`src/rtl/rxq_fc_pkg.sv`:
```
package rxq_fc_pkg;

    typedef enum logic [1:0] {
        ST_IDLE     = 2'd0,
        ST_RELEASED = 2'd1,
        ST_ASSERTED = 2'd2
    } fc_state_e;

    typedef enum logic [1:0] {
        FILL_EMPTY = 2'd0,
        FILL_LOW   = 2'd1,
        FILL_HIGH  = 2'd2,
        FILL_FULL  = 2'd3
    } fill_stat_e;

    localparam int unsigned BLOCK_BYTES = 256;
    localparam int unsigned BASE_BYTES  = 1024;
    localparam int unsigned STEP_SHIFT  = 9;     // 512-byte steps
    localparam int unsigned MIN_THR     = 512;
    localparam int unsigned MIN_CAP     = 4096;

endpackage

```
`src/rtl/rxq_fc_code2thr.sv`:
```
module rxq_fc_code2thr
    import rxq_fc_pkg::*;
#(
    parameter int unsigned LVL_W  = 16,
    parameter int unsigned CODE_W = 6
) (
    input  logic [LVL_W-1:0]  cap_i,
    input  logic [CODE_W-1:0] code_i,
    output logic [LVL_W-1:0]  thr_o,
    output logic              legal_o
);
    logic [LVL_W-1:0] below_full;

    always_comb begin
        below_full = LVL_W'(BASE_BYTES) + (LVL_W'(code_i) << STEP_SHIFT);
        legal_o    = cap_i >= (below_full + LVL_W'(MIN_THR));
        thr_o      = cap_i - below_full;
    end
endmodule

```
`src/rtl/rxq_fc_cfg.sv`:
```
module rxq_fc_cfg
    import rxq_fc_pkg::*;
#(
    parameter int unsigned LVL_W  = 16,
    parameter int unsigned SIZE_W = 7,
    parameter int unsigned CODE_W = 6
) (
    input  logic [SIZE_W-1:0] q_size_i,
    input  logic [CODE_W-1:0] act_code_i,
    input  logic [CODE_W-1:0] deact_code_i,
    output logic [LVL_W-1:0]  cap_o,
    output logic [LVL_W-1:0]  act_thr_o,
    output logic [LVL_W-1:0]  deact_thr_o,
    output logic              cfg_ok_o
);
    localparam int unsigned NTHR = 2;

    logic [CODE_W-1:0] codes [NTHR];
    logic [LVL_W-1:0]  thrs  [NTHR];
    logic [NTHR-1:0]   legal;

    assign codes[0] = act_code_i;
    assign codes[1] = deact_code_i;
    assign cap_o    = LVL_W'({q_size_i, 8'h00}) + LVL_W'(BLOCK_BYTES);

    for (genvar g = 0; g < NTHR; g++) begin : g_thr
        rxq_fc_code2thr #(.LVL_W(LVL_W), .CODE_W(CODE_W)) conv_i (
            .cap_i   (cap_o),
            .code_i  (codes[g]),
            .thr_o   (thrs[g]),
            .legal_o (legal[g])
        );
    end

    assign act_thr_o   = thrs[0];
    assign deact_thr_o = thrs[1];
    assign cfg_ok_o    = (cap_o >= LVL_W'(MIN_CAP)) && (&legal)
                         && (act_code_i < deact_code_i);
endmodule

```
`src/rtl/rxq_fc_fsm.sv`:
```
module rxq_fc_fsm
    import rxq_fc_pkg::*;
#(
    parameter int unsigned LVL_W = 16
) (
    input  logic             clk_i,
    input  logic             rst_ni,
    input  logic             en_i,
    input  logic             cfg_ok_i,
    input  logic [LVL_W-1:0] lvl_i,
    input  logic [LVL_W-1:0] cap_i,
    input  logic [LVL_W-1:0] act_thr_i,
    input  logic [LVL_W-1:0] deact_thr_i,
    output logic             req_o,
    output logic [1:0]       stat_o
);
    fc_state_e  state_q, state_d;
    fill_stat_e stat;

    always_comb begin
        state_d = state_q;
        if (!en_i || !cfg_ok_i) begin
            state_d = ST_IDLE;
        end else begin
            unique case (state_q)
                ST_IDLE, ST_RELEASED:
                    state_d = (lvl_i >= act_thr_i) ? ST_ASSERTED : ST_RELEASED;
                ST_ASSERTED:
                    if (lvl_i < deact_thr_i) state_d = ST_RELEASED;
                default: state_d = ST_IDLE;
            endcase
        end
    end

    always_ff @(posedge clk_i or negedge rst_ni) begin
        if (!rst_ni) state_q <= ST_IDLE;
        else         state_q <= state_d;
    end

    always_comb begin
        req_o = en_i && cfg_ok_i && (state_q == ST_ASSERTED);
        if (lvl_i == '0)                 stat = FILL_EMPTY;
        else if (lvl_i >= cap_i)         stat = FILL_FULL;
        else if (state_q == ST_ASSERTED) stat = FILL_HIGH;
        else                             stat = FILL_LOW;
        stat_o = stat;
    end


    act_cross_chk: assert property (@(posedge clk_i) disable iff (!rst_ni)
        $rose(state_q == ST_ASSERTED) |-> $past(lvl_i >= act_thr_i));

    release_cause_chk: assert property (@(posedge clk_i) disable iff (!rst_ni)
        $fell(state_q == ST_ASSERTED) |->
            $past(!en_i || !cfg_ok_i || (lvl_i < deact_thr_i)));

    asserted_cfg_chk: assert property (@(posedge clk_i) disable iff (!rst_ni)
        (state_q == ST_ASSERTED) |-> $past(cfg_ok_i && en_i));

    thr_order_chk: assert property (@(posedge clk_i) disable iff (!rst_ni)
        cfg_ok_i |-> (act_thr_i > deact_thr_i));
endmodule

```
`src/rtl/rxq_fc_monitor.sv`:
```
module rxq_fc_monitor
    import rxq_fc_pkg::*;
#(
    parameter int unsigned SIZE_W = 7,
    parameter int unsigned CODE_W = 6,
    parameter int unsigned LVL_W  = SIZE_W + 9
) (
    input  logic              clk_i,
    input  logic              rst_ni,
    input  logic              fc_en_i,
    input  logic [SIZE_W-1:0] q_size_i,
    input  logic [CODE_W-1:0] act_code_i,
    input  logic [CODE_W-1:0] deact_code_i,
    input  logic [LVL_W-1:0]  fill_lvl_i,
    output logic              fc_req_o,
    output logic [1:0]        fill_stat_o
);
    logic [LVL_W-1:0] cap, act_thr, deact_thr;
    logic             cfg_ok;

    rxq_fc_cfg #(.LVL_W(LVL_W), .SIZE_W(SIZE_W), .CODE_W(CODE_W)) cfg_i (
        .q_size_i     (q_size_i),
        .act_code_i   (act_code_i),
        .deact_code_i (deact_code_i),
        .cap_o        (cap),
        .act_thr_o    (act_thr),
        .deact_thr_o  (deact_thr),
        .cfg_ok_o     (cfg_ok)
    );

    rxq_fc_fsm #(.LVL_W(LVL_W)) fsm_i (
        .clk_i       (clk_i),
        .rst_ni      (rst_ni),
        .en_i        (fc_en_i),
        .cfg_ok_i    (cfg_ok),
        .lvl_i       (fill_lvl_i),
        .cap_i       (cap),
        .act_thr_i   (act_thr),
        .deact_thr_i (deact_thr),
        .req_o       (fc_req_o),
        .stat_o      (fill_stat_o)
    );
endmodule

```
`config.mk`:
```
export PLATFORM = sky130hd
export DESIGN_NAME = rxq_fc_monitor
export DESIGN_NICKNAME = d
export VERILOG_FILES = /design/src/rtl/rxq_fc_pkg.sv /design/src/rtl/rxq_fc_code2thr.sv /design/src/rtl/rxq_fc_cfg.sv /design/src/rtl/rxq_fc_fsm.sv /design/src/rtl/rxq_fc_monitor.sv
export SDC_FILE = /design/constraint.sdc
export NUM_CORES = 1
export LEC_CHECK = 0
export ABC_AREA = 1
export ABC_CLOCK_PERIOD_IN_PS = 2350
export CORE_MARGIN = 5
export CORE_UTILIZATION = 35
export CTS_CLUSTER_SIZE = 10
export DETAILED_ROUTE_END_ITERATION = 6
export DONT_BUFFER_PORTS = 1
export PLACE_DENSITY = 0.52
export SLEW_MARGIN = 10
export SYNTH_ARGS = -nofsm -noshare
export SYNTH_HDL_FRONTEND = slang
export SYNTH_HIERARCHICAL = 1
export SYNTH_SLANG_ARGS = --single-unit
export TNS_END_PERCENT = 30
```
`constraint.sdc`:
```
create_clock -name clk_i -period 2.35 [get_ports clk_i]
set_input_delay 0.1175 -clock clk_i [delete_from_list [all_inputs] [get_ports clk_i]]
set_output_delay 0.1175 -clock clk_i [all_outputs]
set_load 0.05 [all_outputs]
```
* Word-level counts from Yosys, hierarchy flattened
Cells that the tools add are included.
Storage, ports and cells: bits of input ports 38, word-level logic and storage cells 36, output and inout port bits 3, register bits 2
Operators by class: add/sub/neg operators 7, eq/ne operators 3, order comparisons 7, mux-type cells 7, reduce and logical (&&, ||, !) cells 11
Operators with widths (count):
- $ge 16x16->1 | 4
- $add 11x15->16 const A | 2
- $add 16x10->16 const B | 2
- $sub 16x16->16 | 2
- $add 15x9->16 const B | 1
- $ge 16x13->1 const B | 1
- $logic_not 16->1 | 1
- $lt 16x16->1 | 1
- $mux 2 | 6
- $lt 6x6->1 | 1
- $logic_and 1x1->1 | 4
- $pmux 2 s2 | 1
- $ne 3x1->1 const B | 1
- $eq 2x1->1 const B | 1
- $eq 2x2->1 const B | 1
- $logic_not 1->1 | 2
- $logic_not 2->1 | 1
- $reduce_and 2->1 | 1
- $reduce_or 2->1 | 1
- $logic_or 1x1->1 | 1

* Depth between registers and ports, before layout
depth in word-level cells 9, gate-level depth with buffers 28, mapped depth without buffers 28

* Cells and area by module
The synthesis kept the hierarchy.
Modules (own cells, without submodules):
- rxq_fc_fsm | instances 1, area an instance 1452.6 um^2, sequential area each 50.0 um^2, cells each 234
- rxq_fc_code2thr | instances 2, area an instance 714.4 um^2, sequential area each 0.0 um^2, cells each 116
- rxq_fc_cfg | instances 1, area an instance 384.1 um^2, sequential area each 0.0 um^2, cells each 71

* Worst setup path before layout
No wires, ideal clock.
kind in2reg, start in act_code_i[1], end reg fsm_i.state_q[0], stages on the path 27, data arrival time 2.686 ns, library setup time 0.113 ns, path buffers 0, required time 2.237 ns, path slack -0.449 ns, path through ha_1 -> inv_1 -> nand2_1 -> nand2_1 -> inv_1 -> nor2_1 -> nand2_1 -> nor3_1 -> a21oi_1 -> ha_1 -> nand2_1 -> inv_1 -> nand3_1 -> nor4_1 -> nand3_1 -> nand3_1 -> nand2_1 -> nor2_1 -> nand3_1 -> nor2_1 -> nand2_1 -> nor2_1 -> nand2_1 -> nor2_8 -> nand2_2 -> nand2_1 -> inv_1
Between the ends: cells in the longest elaborated chain, start to end 9, elaborated cells on any way between the ends 15, classes of those cells add/sub: 3; order compare: 3; eq/ne: 1; mux: 3; reduce/logical: 5
RTL lines:
- start: declaration | line rxq_fc_monitor.sv:12 | input logic [CODE_W-1:0] act_code_i,
- $add 11x15->16 * | line rxq_fc_code2thr.sv:15 | below_full = LVL_W'(BASE_BYTES) + (LVL_W'(code_i) << STEP_SHIFT);
- $add 16x10->16 * | line rxq_fc_code2thr.sv:16 | legal_o = cap_i >= (below_full + LVL_W'(MIN_THR));
- $ge 16x16->1 * | line rxq_fc_code2thr.sv:16
- net cfg_i.legal[0] | line rxq_fc_cfg.sv:20 | logic [NTHR-1:0] legal;
- $reduce_and 2->1 * | line rxq_fc_cfg.sv:37 | assign cfg_ok_o = (cap_o >= LVL_W'(MIN_CAP)) && (&legal)
- $logic_and 1x1->1 * | line rxq_fc_cfg.sv:37
- $logic_and 1x1->1 * | line rxq_fc_cfg.sv:38 | && (act_code_i < deact_code_i);
- net cfg_ok | line rxq_fc_monitor.sv:19 | logic cfg_ok;
- $logic_not 1->1 * | line rxq_fc_fsm.sv:22 | if (!en_i || !cfg_ok_i) begin
- $logic_or 1x1->1 * | line rxq_fc_fsm.sv:22
- $ne 3x1->1 (no source line) or $mux 2 (tied branches)
- end signal: assignment | line rxq_fc_fsm.sv:37 | else state_q <= state_d;
- end: declaration | line rxq_fc_fsm.sv:17 | fc_state_e state_q, state_d;
The timed path passes the listed nets; every way through them passes the cells marked *. A chain may end at the register's enable or synchronous reset.

* Worst setup path in the final report
start in act_code_i[1], end out fc_req_o
Between the ends: cells in the longest elaborated chain, start to end 8, elaborated cells on any way between the ends 9, classes of those cells add/sub: 2; order compare: 2; reduce/logical: 5
RTL lines:
- $add 11x15->16 | line rxq_fc_code2thr.sv:15
- $add 16x10->16 | line rxq_fc_code2thr.sv:16
- $ge 16x16->1 | line rxq_fc_code2thr.sv:16
- net cfg_i.legal[0] | line rxq_fc_cfg.sv:20
- $reduce_and 2->1 | line rxq_fc_cfg.sv:37
- $logic_and 1x1->1 | line rxq_fc_cfg.sv:37
- $logic_and 1x1->1 | line rxq_fc_cfg.sv:38
- net cfg_ok | line rxq_fc_monitor.sv:19
- $logic_and 1x1->1 (2 in series) | line rxq_fc_fsm.sv:41 | req_o = en_i && cfg_ok_i && (state_q == ST_ASSERTED);
- end: declaration | line rxq_fc_monitor.sv:15 | output logic fc_req_o,
The timed path passes the listed nets, and every way through them passes these cells.

==> results.json <==
{
  "finalMaxSlewViolations": 0,
  "seqCellArea_um2": 50.0,
  "design.core.area_um2": 9150,
  "drtIter0Drc": 91,
  "fmax_mhz": 363,
  "worstPathArrival_ps": 2640,
  "seq_area_frac_synth_pct": 1.53,
  "layout_setup_ws_ps": -403,
  "routedWlPerCell_um": 10.7,
  "synth.area.top_cells": "ha_1 (32%), nand2_1 (14%), inv_1 (13%), nand3_1 (6.7%), buf_4 (6.0%)",
  "synth_edf_count": 0,
  "avgSynthCellArea_um2": 6.08,
  "irDropWorstVdd_uv": 133,
  "yosysMostFrequentCell": "nand2_1",
  "start_util_pct": 35.7,
  "top_register": "fsm_i/state_q",
  "cts_root_buf": "clkbuf_8",
  "grt_usage_pct": 13.9,
  "largest_reg_flops": 2,
  "leakagePower_nw": 2.31,
  "syn_area_um2": 3270,
  "clkSinkCount": 2,
  "dieHeight_um": 107,
  "diodes": 0,
  "drc": 0,
  "dr.pass1.iters": 5,
  "place_ws_ps": -624,
  "yosys_warnings": 6,
  "htree_levels": 1,
  "largest_registers": "fsm_i/state_q x2",
  "cp.required_ps": 2230,
  "clock_skew_ps": 0.592,
  "antenna_found_initial": 0,
  "start_kind": "input pin",
  "place_inst": 715,
  "cts_buffers": 3,
  "synth_ff_type": "dfrtp_1",
  "endpoint_kind": "output port",
  "critPathKind": "input pin to output port",
  "synth_top_area_cell": "ha_1",
  "tritoncts": "built",
  "grt_pass1_vias": 2998,
  "synth_seq_cells": 2,
  "gp_congestion": 0.823,
  "portBuffers": 0,
  "hold_path.class": "input pin to asynchronous set/reset pin",
  "fin_crit_ps": 2750,
  "die-area_um2": 11400,
  "wl_um": 7680,
  "dp.final_hpwl_um": 7020,
  "cap_violations": 0,
  "synth_cell_types": 32,
  "dr_total_vias": 3201,
  "die_w_um": 107,
  "min_period_over_period_pct": 117,
  "setup-violations-final": 3,
  "final_layout_size_suffix_gt1_share_pct": 14.6,
  "cts_setup_buffers": 0,
  "max_stage_delay_ps": 290,
  "ios": 41,
  "grt_pass1_wl_um": 13300,
  "syn_inst": 537,
  "violations": "negative setup slack",
  "grt_max_degree": 10,
  "place_area_um2": 3830,
  "multi_input_area_um2": 2800,
  "r2r_start": "fsm_i/state_q[1]",
  "clk_pin_slew_ps": 30,
  "stdcell_count": 719,
  "path_common_cell": "nand2_1",
  "syn2layout_area_growth_pct": 20.2,
  "slowest_stage": "ha_1",
  "synth_top_area_share_pct": 31.8,
  "layout.nets": 733,
  "viasPerCell": 4.45,
  "grt_overflow_total": 0,
  "rows": 35,
  "finalInstanceArea_um2": 3930,
  "status": "finished, violations left",
  "crit_fanout": 9,
  "clockBufferDepth": 2,
  "ys_top_cells_by_count": "nand2_1 (126), inv_1 (117), ha_1 (83)",
  "async_flop_share_pct": 100,
  "cellPowerDensity_nw_per_um2": 263,
  "timing.hold.ws_ps": 146,
  "clk_latency_ps": 210,
  "fillCellCount": 997,
  "detail-route-antenna-nets": 0,
  "hold_violations": 0,
  "grt_setup_unrepaired": "true",
  "crit_start": "act_code_i[1]"
}
where the power goes:
| group | switching [mW] | internal (mW) | total, mW | leakage [nW] |
|---|---|---|---|---|
| clock network | 0.0259 | 0.108 | 0.134 | 0.0216 |
| logic | 0.462 | 0.397 | 0.860 | 2.26 |
| registers | 0.000641 | 0.0363 | 0.0369 | 0.0278 |
stage by stage:
step                      TNS, ps  util, %  power, mW
after floorplan              -910        -      0.665
after global placement      -1370     41.8      0.876
after detailed placement    -1690     41.8      0.893
after CTS                    -873     42.7       1.04
after global routing        -1830     42.9       1.19
final                        -842     42.9       1.03
worst max-delay path, delay by kind of cell:
kind                       cells  cell delay, ps
adders and majority gates      2             440
and+or+nand+nor               18            1680
buffers and inverters          4             330
AOI/OAI and AO/OA              1              60
path summary, 6_finish.rpt:
check / cells after the start / to / slack [ps]
min in group clk_i: 4 / fsm_i/state_q[1] / 200
worst max-delay path: 25 / fc_req_o / -400
max in group asynchronous: 1 / fsm_i/state_q[1] / 2080
worst max register to register: 7 / fsm_i/state_q[0] / 1300
worst min register to register: 3 / fsm_i/state_q[1] / 560
worst min-delay path: 1 / fsm_i/state_q[0] / 150
cell usage in the layout, fill, tap and decap left out, drive strengths merged:
cell type      n
nand3         46
and3           1
nor3           5
dlygate4sd3    1
nand2        133
buf           54
dfrtp          2
fa             2
xor2          14
xnor2          4
o21ai          9
nand3b         2
nor2          36
a21boi         2
o21bai         2
o21a           1
nand4         12
conb          40
clkbuf         3
inv          119
a21oi         24
a211oi         2
ha            83
a31oi          1
nor4          10
cell families (layout without fill, tap and decap cells):
kind of cell / count (synthesis) / count (layout) / synth area share, %
xor+xnor: 18 / 18 / 4.83
other cells: 1 / 40 / 0.115
compound gates: 41 / 41 / 7.09
fa+ha+maj: 85 / 85 / 33.0
flops: 2 / 2 / 1.53
simple gates: 245 / 245 / 33.8
buf+inv: 145 / 177 / 19.7
timing repair:
| item | 4_1_cts | 5_1_grt |
|---|---|---|
| gates resized for setup | 5 | 5 |
| hold endpoints to repair | 2 | 0 |
| hold buffers | 1 | 0 |
| endpoints found under the setup margin | 3 | 5 |
| pin swaps | 1 | 0 |
cell type report:
cell class,count,share of cell area [%]
sequential,2,1.28
inverter,119,11.4
clock buffer,3,1.05
tap,111,3.54
timing repair buffer,55,11.5
multi-input combinational,429,71.2
per-layer routing:
| layer | routed length, um | share of wire (%) | track usage (%) | up-vias |
|---|---|---|---|---|
| met5 | 0 | 0 | 0 | - |
| met4 | 35 | 0.46 | 1.64 | 0 |
| met3 | 355 | 4.6 | 2.29 | 2 |
| met2 | 3880 | 50 | 26.6 | 45 |
| met1 | 3410 | 44 | 16.6 | 1358 |
| li1 | - | - | - | 1796 |
Note: power is estimated with default switching activity, not from simulation.
